==> src/rtl/crc_flush_pkg.sv <==
package crc_flush_pkg;
  localparam int unsigned DW = 32;

  typedef enum logic [1:0] {ST_IDLE, ST_LOAD, ST_SHIFT} shift_state_t;

  localparam logic [2:0] ADR_PUSH  = 3'd0;
  localparam logic [2:0] ADR_POLY  = 3'd1;
  localparam logic [2:0] ADR_CFG   = 3'd2;
  localparam logic [2:0] ADR_SEED  = 3'd3;
  localparam logic [2:0] ADR_CLEAR = 3'd4;

  // Ones in the low (m1+1) bits.
  function automatic logic [DW-1:0] order_mask(input logic [4:0] m1);
    return {DW{1'b1}} >> (5'd31 - m1);
  endfunction

  // One bit step; legacy selects the augmented (dummy-flush) form.
  function automatic logic [DW-1:0] crc_next(input logic [DW-1:0] cur,
                                             input logic [DW-1:0] poly,
                                             input logic [4:0]    m1,
                                             input logic          din,
                                             input logic          legacy);
    logic            fb;
    logic [DW-1:0]   nx;
    fb = legacy ? cur[m1] : (cur[m1] ^ din);
    nx = legacy ? {cur[DW-2:0], din} : {cur[DW-2:0], 1'b0};
    if (fb) nx = nx ^ poly;
    return nx & order_mask(m1);
  endfunction
endpackage

==> src/rtl/crc_word_fifo.sv <==
module crc_word_fifo #(
  parameter int unsigned W     = 32,
  parameter int unsigned DEPTH = 8
) (
  input  logic         clk,
  input  logic         rst_n,
  input  logic         push,
  input  logic [W-1:0] push_data,
  input  logic         pop,
  output logic [W-1:0] head,
  output logic         empty,
  output logic         full,
  output logic         one_left,
  output logic         push_ok
);
  localparam int unsigned AW = $clog2(DEPTH);
  localparam int unsigned CW = $clog2(DEPTH + 1);

  logic [W-1:0]  mem [DEPTH];
  logic [AW-1:0] rd_ptr, wr_ptr;
  logic [CW-1:0] count;
  logic          pop_ok;

  assign empty    = (count == '0);
  assign full     = (count == CW'(DEPTH));
  assign one_left = (count == CW'(1));
  assign push_ok  = push && !full;
  assign pop_ok   = pop && !empty;
  assign head     = mem[rd_ptr];

  always_ff @(posedge clk) begin
    if (push_ok) mem[wr_ptr] <= push_data;
  end

  always_ff @(posedge clk or negedge rst_n) begin
    if (!rst_n) begin
      rd_ptr <= '0;
      wr_ptr <= '0;
      count  <= '0;
    end else begin
      if (push_ok) wr_ptr <= wr_ptr + 1'b1;
      if (pop_ok)  rd_ptr <= rd_ptr + 1'b1;
      case ({push_ok, pop_ok})
        2'b10:   count <= count + 1'b1;
        2'b01:   count <= count - 1'b1;
        default: count <= count;
      endcase
    end
  end

  p_count_bound_r3: assert property (@(posedge clk) disable iff (!rst_n)
    count <= CW'(DEPTH));
  p_drop_when_full_r3: assert property (@(posedge clk) disable iff (!rst_n)
    (push && full && !pop) |=> full);
endmodule

==> src/rtl/crc_bit_shifter.sv <==
module crc_bit_shifter
  import crc_flush_pkg::*;
(
  input  logic          clk,
  input  logic          rst_n,
  input  logic          run,
  input  logic          legacy,
  input  logic [4:0]    order_m1,
  input  logic [4:0]    width_m1,
  input  logic [DW-1:0] poly,
  input  logic          q_empty,
  input  logic [DW-1:0] q_head,
  input  logic          seed_wr,
  input  logic [DW-1:0] seed_val,
  output logic          pop,
  output logic          last_bit,
  output logic [DW-1:0] crc
);
  shift_state_t  state;
  logic [DW-1:0] hold, sbuf;
  logic [4:0]    pos;
  logic          step_en;

  assign pop      = (state == ST_IDLE) && run && !q_empty;
  assign step_en  = (state == ST_SHIFT) && run;
  assign last_bit = step_en && (pos == 5'd0);

  always_ff @(posedge clk or negedge rst_n) begin
    if (!rst_n) begin
      state <= ST_IDLE;
      hold  <= '0;
      sbuf  <= '0;
      pos   <= '0;
    end else begin
      case (state)
        ST_IDLE: if (pop) begin
          hold  <= q_head;
          state <= ST_LOAD;
        end
        ST_LOAD: begin
          sbuf  <= hold;
          pos   <= width_m1;
          state <= ST_SHIFT;
        end
        default: if (step_en) begin
          if (pos == 5'd0) state <= ST_IDLE;
          else             pos   <= pos - 1'b1;
        end
      endcase
    end
  end

  always_ff @(posedge clk or negedge rst_n) begin
    if (!rst_n)       crc <= '0;
    else if (seed_wr) crc <= seed_val;
    else if (step_en) crc <= crc_next(crc, poly, order_m1, sbuf[pos], legacy);
  end

  p_pop_to_load_r4: assert property (@(posedge clk) disable iff (!rst_n)
    pop |=> (state == ST_LOAD));
  p_load_to_shift_r4: assert property (@(posedge clk) disable iff (!rst_n)
    (state == ST_LOAD) |=> (state == ST_SHIFT));
  p_suspend_holds_r7: assert property (@(posedge clk) disable iff (!rst_n)
    (state == ST_SHIFT && !run && !seed_wr) |=> ($stable(crc) && $stable(pos)));
  p_seed_load_r9: assert property (@(posedge clk) disable iff (!rst_n)
    seed_wr |=> (crc == $past(seed_val)));
endmodule

==> src/rtl/crc_flush_engine.sv <==
module crc_flush_engine
  import crc_flush_pkg::*;
#(
  parameter int unsigned FIFO_DEPTH = 8
) (
  input  logic        clk,
  input  logic        rst_n,
  input  logic        wr_en,
  input  logic [2:0]  wr_addr,
  input  logic [31:0] wr_data,
  output logic [31:0] crc_result,
  output logic        fifo_empty,
  output logic        fifo_overflow,
  output logic        irq
);
  logic [DW-1:0] poly_q;
  logic [4:0]    order_m1, width_m1;
  logic          direct_mode, irq_src, run;
  logic          push_req, q_full, q_one, push_ok, pop, last_bit;
  logic [DW-1:0] q_head, crc;
  logic          drained, all_done, irq_set, irq_clr, ovf_clr, drop_evt;

  assign push_req = wr_en && (wr_addr == ADR_PUSH);
  assign irq_clr  = wr_en && (wr_addr == ADR_CLEAR) && wr_data[0];
  assign ovf_clr  = wr_en && (wr_addr == ADR_CLEAR) && wr_data[1];
  assign drop_evt = push_req && q_full;
  assign drained  = pop && q_one && !push_ok;
  assign all_done = last_bit && fifo_empty;
  assign irq_set  = irq_src ? drained : all_done;

  always_ff @(posedge clk or negedge rst_n) begin
    if (!rst_n) begin
      poly_q      <= '0;
      order_m1    <= '0;
      width_m1    <= '0;
      direct_mode <= 1'b0;
      irq_src     <= 1'b0;
      run         <= 1'b0;
    end else if (wr_en && wr_addr == ADR_POLY) begin
      poly_q <= wr_data;
    end else if (wr_en && wr_addr == ADR_CFG) begin
      order_m1    <= wr_data[4:0];
      width_m1    <= wr_data[12:8];
      direct_mode <= wr_data[16];
      irq_src     <= wr_data[17];
      run         <= wr_data[18];
    end
  end

  always_ff @(posedge clk or negedge rst_n) begin
    if (!rst_n) begin
      irq           <= 1'b0;
      fifo_overflow <= 1'b0;
    end else begin
      irq           <= irq_set  || (irq && !irq_clr);
      fifo_overflow <= drop_evt || (fifo_overflow && !ovf_clr);
    end
  end

  crc_word_fifo #(.W(DW), .DEPTH(FIFO_DEPTH)) u_fifo (
    .clk, .rst_n,
    .push(push_req), .push_data(wr_data), .pop,
    .head(q_head), .empty(fifo_empty), .full(q_full),
    .one_left(q_one), .push_ok
  );

  crc_bit_shifter u_shift (
    .clk, .rst_n, .run, .legacy(!direct_mode),
    .order_m1, .width_m1, .poly(poly_q),
    .q_empty(fifo_empty), .q_head,
    .seed_wr(wr_en && wr_addr == ADR_SEED), .seed_val(wr_data),
    .pop, .last_bit, .crc
  );

  assign crc_result = crc & order_mask(order_m1);

  p_irq_sticky_r8: assert property (@(posedge clk) disable iff (!rst_n)
    (irq && !irq_clr) |=> irq);
  p_irq_needs_event_r8: assert property (@(posedge clk) disable iff (!rst_n)
    (!irq && !irq_set) |=> !irq);
  p_ovf_sticky_r3: assert property (@(posedge clk) disable iff (!rst_n)
    (fifo_overflow && !ovf_clr) |=> fifo_overflow);
  p_no_pop_empty_r4: assert property (@(posedge clk) disable iff (!rst_n)
    fifo_empty |-> !pop);
endmodule

==> config.mk <==
export PLATFORM = sky130hd
export DESIGN_NAME = crc_flush_engine
export DESIGN_NICKNAME = d
export VERILOG_FILES = /design/src/rtl/crc_flush_pkg.sv /design/src/rtl/crc_word_fifo.sv /design/src/rtl/crc_bit_shifter.sv /design/src/rtl/crc_flush_engine.sv
export SDC_FILE = /design/constraint.sdc
export NUM_CORES = 1
export LEC_CHECK = 0
export CAP_MARGIN = 20
export CORE_ASPECT_RATIO = 0.75
export CORE_MARGIN = 2
export CORE_UTILIZATION = 65
export CTS_CLUSTER_DIAMETER = 60
export CTS_CLUSTER_SIZE = 14
export DETAILED_ROUTE_END_ITERATION = 10
export PLACE_DENSITY = 0.84
export SYNTH_ARGS = -nofsm -noshare
export SYNTH_HDL_FRONTEND = slang
export SYNTH_SLANG_ARGS = --single-unit
==> constraint.sdc <==
create_clock -name clk -period 5.9 [get_ports clk]
set_input_delay 1.18 -clock clk [delete_from_list [all_inputs] [get_ports clk]]
set_output_delay 1.18 -clock clk [all_outputs]
set_load 0.01 [all_outputs]
==> metrics.md, run 1 <==
| Metric | Value |
|---|---|
| Mapped cell area | `17,700 um2` |
| Num CTS Buffers | `35` |
| Clock Latency Late Sink | `0.53 ns` |
| Switch Pwr | `0.00305 W` |
| Largest net degree at the start of global routing | `74` |
| Final ANT Viol Nets | `0` |
| Clock power share | `24.3%` |
| Cells after Synth | `1,217` |
| Clock Skews | `0.0117 ns` |
| Unique masters post-synth | `57` |
| Cell at the slowest stage of the critical path | `dfrtp_1` |
| Worst VDD drop | `0.302 mV` |
| Clk sink count | `416` |
| Post-synthesis sequential element count | `416` |
| Min Tclk post-route | `4.15 ns` |
| Post-synth EDFFs | `256` |
| R2R cell count | `9` |
| Internal cell power | `0.00606 W` |
| Commonest non-fill, non-tap cell in the layout | `edfxtp_1` |
| Sequential-to-total area share from yosys stat | `66.1%` |
| Gate power share | `29.4%` |
| Total stage count of the critical path | `4` |
| Ys flop type | `edfxtp_1` |
| Post-route DRC | `0` |
| P&R area growth vs syn | `11.9%` |
| Cells after DPL | `1,576` |
| Buffers & Inverters on Critical Path | `1` |
| Pins Over Slew Limit | `0` |
| Antenna violations before repair | `3` |
| Clk root buf | `clkbuf_16` |
| Synthesized net count | `1,263` |
| Ratio of final minimum period to clock period | `70.3%` |
| Crit path max fanout | `20` |
| Initial drt markers | `1,351` |
| Static Leak | `7.38 nW` |
| RSZ-0062 raised after global routing | `false` |
| DP HPWL | `25.3 mm` |
| R2r endpoint | `u_shift.crc[16]` |
| Via Count | `10.9k` |
| First-pass GRT wire length | `65.7 mm` |
| Hold path start | `u_shift.hold[30]` |
| Most frequent cells in the layout | `edfxtp_1, nand2_1, dfrtp_1` |
| Max Fclk | `0.241 GHz` |
| Synth top area share | `43.5%` |
| R2R Path Start | `u_shift.pos[1]` |
| Die Area | `28,600 um2` |
| Postcts setup bufs | `0` |
| Routability congestion estimate | `0.909` |
| DR vias/cell | `6.65` |
| Leading area contributor after synthesis | `edfxtp_1` |
| CTS tree | `done` |
| YS warnings | `0` |
| Worst Path Arrival | `2.97 ns` |
| CP Launch Type | `register` |
| R2r setup slk | `2.22 ns` |
| Fin nets | `1,312` |
| Power Density | `460 nW/um2` |
| Starting density of the core | `65.8%` |
| Setup Crit Path Kind | `register to primary output` |
| Sw Ratio | `33.5%` |
| Hold_buf cts | `0` |
| I/O pin count | `73` |
| Grt total ovfl | `0` |
| GRT Overall Usage | `30.9%` |
| WHS Endpoint | `u_shift.sbuf[30]` |
| Number of inserted diodes | `0` |
| Setup violators final | `0` |
| Post-DR wirelength/cell | `26.5 um` |
| Pre-antenna DRT Iters | `5` |
| Worst Path Required | `4.72 ns` |
| Async S/R FF share, synth | `38.5%` |
| Rows | `52` |
| Slew HR | `22.0%` |
| Reg power frac | `46.3%` |
| Number of global-route vias before repair | `10.9k` |
| Setup tns final | `0 ns` |
| Max_cap viols | `0` |
| Hold depth | `2` |
| CTS max path bufs | `3` |
| Final WL | `43.6 mm` |
| Avg Cell Area, Syn | `14.5 um2` |
| Area contributors post-synth | `edfxtp_1, dfrtp_1, mux4_2, nand2_1, mux2i_1` |
| Die Y | `147 um` |
| Critical Path Sink Type | `primary output` |
| Worst hold slack | `0.469 ns` |
| Fraction of layout cells with a size suffix above 1 | `15.7%` |
| Clock transition at path regs | `0.07 ns` |
| Core ar. | `26,900 um2` |
| CTS resizes | `0` |
| FILL cells | `1,620` |
| Die width | `195 um` |
| Slew @ Worst Pin | `1.17 ns` |
| Max incr delay on CP | `0.94 ns` |
| CP delay by family, top | `flip-flops` |
| H-tree levels | `2` |
| CP Cell Sequence | `nor2_1 -> nor2b_1 -> o211a_1 -> clkdlybuf4s50_1` |
| IO Port Bufs | `72` |
| Post-Layout Cell Count | `1,643` |
| Run status | `completed` |
| Hold Path Class | `register to register` |
| Hold Fails Final Rpt | `0` |
-- kinds of logic after synthesis --
family	after synthesis	share of synthesized area (%)
compound gates	193	6.85
xor+xnor	39	1.93
fa+ha+maj	8	0.566
buf+inv	86	2.21
flops	416	66.1
mux	171	14.7
simple gates	304	7.69
-- state kept, by name, indices dropped and copies added (netlist names), 2 cells and up --
signal         cells
u_fifo.mem       256
poly_q            32
u_shift.crc       32
u_shift.hold      32
u_shift.sbuf      32
order_m1           5
u_shift.pos        5
width_m1           5
u_fifo.count       4
u_fifo.rd_ptr      3
u_fifo.wr_ptr      3
u_shift.state      2
-- synth_stat cells (3+ instances only) --
cell / n
a21oi_1: 43
nand2_1: 174
o22ai_1: 23
nand3_1: 10
or2_2: 4
nand4_1: 3
buf_6: 7
inv_1: 7
nor2b_1: 12
o21ai_1: 8
o21ai_0: 74
a221o_1: 5
dfrtp_1: 160
o41ai_2: 6
o21a_1: 8
a31oi_1: 3
xnor2_1: 7
o211a_1: 3
nand2b_1: 8
mux4_2: 66
clkbuf_1: 55
edfxtp_1: 256
mux2i_1: 59
nor2_1: 48
nor3_1: 3
buf_2: 5
nor3b_1: 4
buf_1: 8
mux2_2: 46
a22oi_1: 7
xor2_1: 32
ha_1: 8
and2_1: 7
and3_1: 20
-- worst max path at each step --
stage | end | from | slack (ns)
after floorplan | u_fifo.mem[0][0] | wr_en | 1.30
after global placement | u_fifo.mem[3][31] | wr_en | 2.03
after detailed placement | u_fifo.mem[3][31] | wr_en | 1.86
after CTS | crc_result[9] | order_m1[1] | 1.82
after global routing | crc_result[9] | order_m1[1] | 1.63
final | crc_result[21] | order_m1[1] | 1.75
-- layout make-up --
cell class                 count  area [um2]  share of cell area (%)
sequential                   416       11700                    59.1
multi-input combinational    715        5670                    28.7
clock buffer                  63        1040                    5.27
timing repair buffer          91         915                    4.62
tap                          351         439                    2.22
inverter                       7        26.3                   0.133
-- per-stage QoR --
stage | util [%] | total power [W] | setup WS [ns] | cell area, um2
after detailed placement | 69.5 | 0.00686 | 1.86 | 18700
after floorplan | - | 0.00601 | 1.30 | 17700
after global placement | 69.5 | 0.00674 | 2.03 | 18700
final | 73.7 | 0.00910 | 1.75 | 19800
after global routing | 73.7 | 0.00950 | 1.63 | 19800
after CTS | 73.4 | 0.00909 | 1.82 | 19700
-- power by group through the flow --
stage | registers, W | logic, W | clock network, W
final | 0.00421 | 0.00268 | 0.00221
after global routing | 0.00427 | 0.00290 | 0.00233
after CTS | 0.00420 | 0.00266 | 0.00223
after detailed placement | 0.00425 | 0.00262 | 0
after global placement | 0.00423 | 0.00252 | 0
after floorplan | 0.00386 | 0.00215 | 0
-- per-layer routing --
| layer | up-vias | GRT usage (%) | part of all wire [%] |
|---|---|---|---|
| met5 | - | 0 | 0.030 |
| met4 | 2 | 7.88 | 2.7 |
| met3 | 96 | 6.61 | 10 |
| met2 | 716 | 49.4 | 48 |
| met1 | 5498 | 44.1 | 39 |
| li1 | 4617 | - | - |
-- worst reg2reg max path: cells and delay by family (launching register included) --
| kind | cells | cell delay [ns] |
|---|---|---|
| buf+inv | 1 | 0.39 |
| mux | 1 | 0.30 |
| compound gates | 4 | 1.35 |
| xor+xnor | 1 | 0.14 |
| simple gates | 2 | 0.48 |
| flops | 1 | 0.92 |
Power figures use the tool's default switching activity.
==> inputs of run 2 (changes only) <==
--- a/config.mk
+++ b/config.mk
@@ -8,11 +8,11 @@
 export CAP_MARGIN = 20
 export CORE_ASPECT_RATIO = 0.75
 export CORE_MARGIN = 2
-export CORE_UTILIZATION = 65
+export CORE_UTILIZATION = 55
 export CTS_CLUSTER_DIAMETER = 60
 export CTS_CLUSTER_SIZE = 14
 export DETAILED_ROUTE_END_ITERATION = 10
-export PLACE_DENSITY = 0.84
+export PLACE_DENSITY = 0.76
 export SYNTH_ARGS = -nofsm -noshare
 export SYNTH_HDL_FRONTEND = slang
 export SYNTH_SLANG_ARGS = --single-unit
==> constraint.sdc (replaced) <==
create_clock -name clk -period 3.4 [get_ports clk]
set_input_delay 0.68 -clock clk [delete_from_list [all_inputs] [get_ports clk]]
set_output_delay 0.68 -clock clk [all_outputs]
set_load 0.01 [all_outputs]
==> run 2 against run 1 <==
Non-clock buffer count grew 16. Via count decreased by 3.5%. First-iteration DRC count is 2.4% higher. Highest routed layer is now met4. Final cell count grew 4.4%. Largest cell class unchanged. Clock-buffer cell count shrank 5. Global-route usage is 6.2 points lower. Largest power group unchanged.
==> metrics.md, run 2 (same netlist as run 1, synthesis figures left out) <==
| Metric | Value |
|---|---|
| Via Count | `10.6k` |
| Die Y | `159 um` |
| Tot Pwr | `0.0159 W` |
| Cell at the slowest stage of the critical path | `dfrtp_1` |
| Crit path max fanout | `24` |
| Setup violators final | `0` |
| Post-route DRC | `0` |
| Worst slack at placement | `0.404 ns` |
| R2R Path Start | `order_m1[0]` |
| P&R area growth vs syn | `13.6%` |
| Fin nets | `1,329` |
| CTS max path bufs | `3` |
| Clock transition at path regs | `0.07 ns` |
| Starting density of the core | `56.2%` |
| Run status | `completed` |
| R2r endpoint | `u_shift.crc[16]` |
| Initial drt markers | `1,383` |
| Setup slack after layout | `0.101 ns` |
| Number of inserted diodes | `0` |
| Worst Path Arrival | `2.62 ns` |
| Slew HR | `25.3%` |
| Gate power share | `30.4%` |
| FILL cells | `2,244` |
| Slew @ Worst Pin | `1.12 ns` |
| Static Leak | `7.49 nW` |
| Power Density | `792 nW/um2` |
| Clock power share | `24.5%` |
| Max Fclk | `0.303 GHz` |
| Antenna violations before repair | `1` |
| First-pass GRT wire length | `62.9 mm` |
| Fraction of layout cells with a size suffix above 1 | `17.2%` |
| R2r setup slk | `0.46 ns` |
| DR vias/cell | `6.15` |
| Post-DR wirelength/cell | `23.8 um` |
| Internal cell power | `0.0107 W` |
| Max_cap viols | `0` |
| Max FFs per register | `256` |
| Num CTS Buffers | `36` |
| Critical Path Sink Type | `primary output` |
| Die width | `211 um` |
| Setup Crit Path Kind | `register to primary output` |
| Hold Fails Final Rpt | `0` |
| Final WL | `40.9 mm` |
| Setup tns final | `0 ns` |
| CP Launch Type | `register` |
| H-tree levels | `2` |
| CP Cell Sequence | `or2_2 -> o21a_1 -> clkdlybuf4s50_1` |
| Largest net degree at the start of global routing | `77` |
| Postcts setup bufs | `0` |
| Worst VDD drop | `0.393 mV` |
| Core ar. | `31,500 um2` |
| Pins Over Slew Limit | `0` |
| Reg power frac | `45.1%` |
| Most frequent cells in the layout | `edfxtp_1, nand2_1, dfrtp_1` |
| Switch Pwr | `0.00526 W` |
| RSZ-0062 raised after global routing | `false` |
| IO Port Bufs | `72` |
| Sw Ratio | `33.0%` |
| Final ANT Viol Nets | `0` |
| GRT Overall Usage | `24.7%` |
| Clk root buf | `clkbuf_16` |
| Min Tclk post-route | `3.30 ns` |
| Rows | `56` |
| Grt total ovfl | `0` |
| CTS tree | `done` |
| Worst Path Required | `2.72 ns` |
| Clock Latency Late Sink | `0.53 ns` |
| DP HPWL | `25.5 mm` |
| Clock Skews | `0.0175 ns` |
| Number of global-route vias before repair | `10.6k` |
| Top reg by flops | `u_fifo.mem` |
| Routability congestion estimate | `0.897` |
| R2R cell count | `8` |
| Ratio of final minimum period to clock period | `97.0%` |
| Clk sink count | `416` |
| Die Area | `33,600 um2` |
| Pre-antenna DRT Iters | `5` |
| I/O pin count | `73` |
| Hold Path Class | `input pin to asynchronous set/reset pin` |
| Commonest non-fill, non-tap cell in the layout | `edfxtp_1` |
| Max incr delay on CP | `0.88 ns` |
[run 2: cell type report]
class	instances	area [um2]	area share, %
clock buffer	58	1000	5.00
clock inverter	7	68.8	0.342
inverter	7	26.3	0.131
timing repair buffer	107	1110	5.52
sequential	416	11700	58.2
multi-input combinational	715	5680	28.3
tap	406	508	2.53
[run 2: timing repair]
action / CTS / global route
gates resized for setup: 1 / 1
hold buffers: 0 / 0
hold endpoints to repair: 0 / 0
endpoints found under the setup margin: 5 / 2
[run 2: per-layer routing]
metal  vias up  share of wire [%]  track usage (%)
met3        64                9.6             5.31
met5         -                  0                0
met1      5344                 44             37.5
li1       4659                  -                -
met4         0                1.9             5.38
met2       484                 45             37.1
[run 2: stage by stage]
stage                     cell area [um2]  instances  hold slack, ns  utilization [%]
after floorplan                     17700       1217           0.384                -
after global placement              19000       1651           0.449             60.5
after detailed placement            19000       1651           0.451             60.5
after CTS                           20100       1716           0.200             63.9
after global routing                20100       1716           0.226             63.9
final                               20100       1716           0.159             63.9
[run 2: power by group through the flow]
stage,combinational [W],clock (W),sequential [W]
6_report,0.00484,0.00390,0.00717
5_1_grt,0.00530,0.00413,0.00728
4_1_cts,0.00485,0.00395,0.00716
3_5_place_dp,0.00481,0,0.00726
3_3_place_gp,0.00468,0,0.00724
2_1_floorplan,0.00373,0,0.00670
[run 2: worst max path at each step]
stage,from,end,slack (ns),depth (start not counted)
floorplan,wr_en,u_fifo.mem[2][0],0.17,4
global placement,order_m1[1],u_shift.crc[16],0.51,8
detailed placement,order_m1[1],u_shift.crc[24],0.40,9
CTS,order_m1[2],crc_result[15],0.11,4
global route,order_m1[0],crc_result[11],0.02,5
finish,order_m1[4],crc_result[1],0.10,3
[run 2: critical path: cells and delay by family, from the launching register on]
kind | cells | cell delay (ns)
flip-flops | 1 | 0.88
buffers and inverters | 1 | 0.55
AND/OR/NAND/NOR | 1 | 0.46
AO/OA/AOI/OAI | 1 | 0.20
==> inputs of run 3 (changes only) <==
--- a/config.mk
+++ b/config.mk
@@ -8,11 +8,13 @@
 export CAP_MARGIN = 20
 export CORE_ASPECT_RATIO = 0.75
 export CORE_MARGIN = 2
-export CORE_UTILIZATION = 55
+export CORE_UTILIZATION = 50
 export CTS_CLUSTER_DIAMETER = 60
 export CTS_CLUSTER_SIZE = 14
 export DETAILED_ROUTE_END_ITERATION = 10
-export PLACE_DENSITY = 0.76
+export GPL_TIMING_DRIVEN = 0
+export PLACE_DENSITY = 0.7
+export SKIP_CTS_REPAIR_TIMING = 1
 export SYNTH_ARGS = -nofsm -noshare
 export SYNTH_HDL_FRONTEND = slang
 export SYNTH_SLANG_ARGS = --single-unit
==> run 3 against run 2 <==
Sequential share of layout area down 0.74 points. Via count up 2.3%. Cell area up 1.2%. Routed wire length up 8.7%. Power up 0.25%. First-iteration DRC count down 25%. Clock-buffer cell count up 2. Maximum frequency down 0.66%. Combinational power up 9.5%. Clock skew down 0.0019 ns. Critical path type unchanged. Largest power group unchanged.
==> metrics.md, run 3 (same netlist as run 1, synthesis figures left out) <==
| Metric | Value |
|---|---|
| Run status | `completed` |
| Post-Layout Cell Count | `1,817` |
| DR vias/cell | `5.94` |
| Clock power share | `23.6%` |
| Setup violators final | `0` |
| Worst Path Arrival | `2.64 ns` |
| Num CTS Buffers | `35` |
| Die Area | `36,900 um2` |
| Cell at the slowest stage of the critical path | `clkdlybuf4s50_1` |
| Worst Path Required | `2.72 ns` |
| Switch Pwr | `0.00537 W` |
| Clock Latency Late Sink | `0.53 ns` |
| Core ar. | `34,800 um2` |
| RSZ-0062 raised after global routing | `false` |
| Post-DR wirelength/cell | `24.4 um` |
| Worst VDD drop | `0.448 mV` |
| CP Launch Type | `register` |
| Top reg by flops | `u_fifo.mem` |
| Most frequent cells in the layout | `edfxtp_1, nand2_1, dfrtp_1` |
| Buffers & Inverters on Critical Path | `3` |
| R2r setup slk | `0.26 ns` |
| Sw Ratio | `33.7%` |
| I/O pin count | `73` |
| CTS tree | `done` |
| Register area | `11,700 um2` |
| Pins Over Slew Limit | `0` |
| Slew @ Worst Pin | `1.05 ns` |
| Grt total ovfl | `0` |
| Max_cap viols | `0` |
| Largest net degree at the start of global routing | `96` |
| P&R area growth vs syn | `15.0%` |
| Max incr delay on CP | `0.55 ns` |
| Via Count | `10.8k` |
| Clock Skews | `0.0156 ns` |
| Clk root buf | `clkbuf_16` |
| Static Leak | `7.54 nW` |
| Area of the multi-input gates | `5690 um2` |
| Reg power frac | `43.2%` |
| Post-route DRC | `0` |
| CTS max path bufs | `3` |
| IO Port Bufs | `72` |
| Die width | `221 um` |
| Tot Pwr | `0.0160 W` |
| Final instance area | `20,300 um2` |
| GRT Overall Usage | `24.4%` |
| Setup Crit Path Kind | `register to primary output` |
| Number of global-route vias before repair | `10.9k` |
| Antenna violations before repair | `0` |
| Routability congestion estimate | `0.949` |
| Fin nets | `1,380` |
| FILL cells | `2,672` |
| Initial drt markers | `1,039` |
| Max FFs per register | `256` |
| Setup slack after layout | `0.0794 ns` |
| Crit path max fanout | `10` |
| Ratio of final minimum period to clock period | `97.7%` |
| CP delay by family, top | `buffers and inverters` |
| Commonest non-fill, non-tap cell in the layout | `edfxtp_1` |
| Final WL | `44.4 mm` |
| Worst slack at placement | `-0.404 ns` |
| Power Density | `784 nW/um2` |
| Slew HR | `30.3%` |
| Internal cell power | `0.0106 W` |
| Cells after DPL | `1,757` |
| Setup tns final | `0 ns` |
| Hold Fails Final Rpt | `0` |
| Gate power share | `33.2%` |
| Fraction of layout cells with a size suffix above 1 | `15.7%` |
| Starting density of the core | `50.9%` |
| Critical Path Sink Type | `primary output` |
| Number of inserted diodes | `0` |
| CP Cell Sequence | `clkbuf_2 -> and2_1 -> clkbuf_1 -> and3_1 -> clkdlybuf4s50_1` |
| Clock transition at path regs | `0.07 ns` |
| H-tree levels | `2` |
| Final ANT Viol Nets | `0` |
| Placed Area | `19,300 um2` |
| Rows | `59` |
| Min Tclk post-route | `3.32 ns` |
| Clk sink count | `416` |
| DP HPWL | `30.6 mm` |
| Die Y | `167 um` |
| Pre-antenna DRT Iters | `5` |
| Max Fclk | `0.301 GHz` |
| First-pass GRT wire length | `67.8 mm` |
| Hold Path Class | `input pin to asynchronous set/reset pin` |
run 3: worst reg2reg max path, cell delays in order, from the launching register on:
cell and delay (ns):
dfrtp_1 0.45, inv_1 0.10, ha_1 0.23, and3b_1 0.26
nand3b_1 0.37, inv_1 0.21, nand2_1 0.27, nor3_4 0.52
buf_16 0.24, buf_16 0.19
run 3: per-stage QoR:
| step | utilization (%) | hold WS (ns) |
|---|---|---|
| 5_1_grt | 58.5 | 0.127 |
| 3_5_place_dp | 55.5 | 0.456 |
| 3_3_place_gp | 54.6 | 0.454 |
| 2_1_floorplan | - | 0.384 |
| 4_1_cts | 58.5 | 0.106 |
| 6_report | 58.5 | 0.103 |
run 3: final cells by class:
cell class,instances,area share (%)
plain buffers,75,1.76
clock buffers,60,4.92
clock inverters,3,0.141
inverters,7,0.129
multi-input cells,715,28.0
flip-flops and latches,416,57.5
well taps,457,2.81
repair buffers,84,4.81
run 3: power by group through the flow:
stage / logic [W] / clock network [W] / registers (W)
floorplan: 0.00373 / 0 / 0.00670
global placement: 0.00517 / 0 / 0.00694
detailed placement: 0.00528 / 0 / 0.00696
CTS: 0.00531 / 0.00384 / 0.00687
global route: 0.00580 / 0.00405 / 0.00698
finish: 0.00530 / 0.00376 / 0.00689
run 3: per-layer routing:
| layer | up-vias | track usage (%) | wire [um] | share of wire, % |
|---|---|---|---|---|
| li1 | 4762 | - | - | - |
| met3 | 38 | 5.58 | 3440 | 7.7 |
| met4 | 0 | 4.11 | 522 | 1.2 |
| met2 | 400 | 37.3 | 20300 | 46 |
| met5 | - | 0 | 0 | 0 |
| met1 | 5593 | 36.6 | 20200 | 45 |
run 3: worst paths after layout:
path	startpoint	end	depth (start not counted)
setup / recovery	order_m1[3]	crc_result[31]	5
hold / removal	rst_n	u_shift.hold[10]	1
setup reg to reg	u_fifo.count[0]	u_fifo.mem[1][26]	9
hold reg to reg	u_shift.hold[21]	u_shift.sbuf[21]	2
max in group asynchronous	rst_n	poly_q[27]	2
min in group clk	u_shift.hold[21]	u_shift.sbuf[21]	2
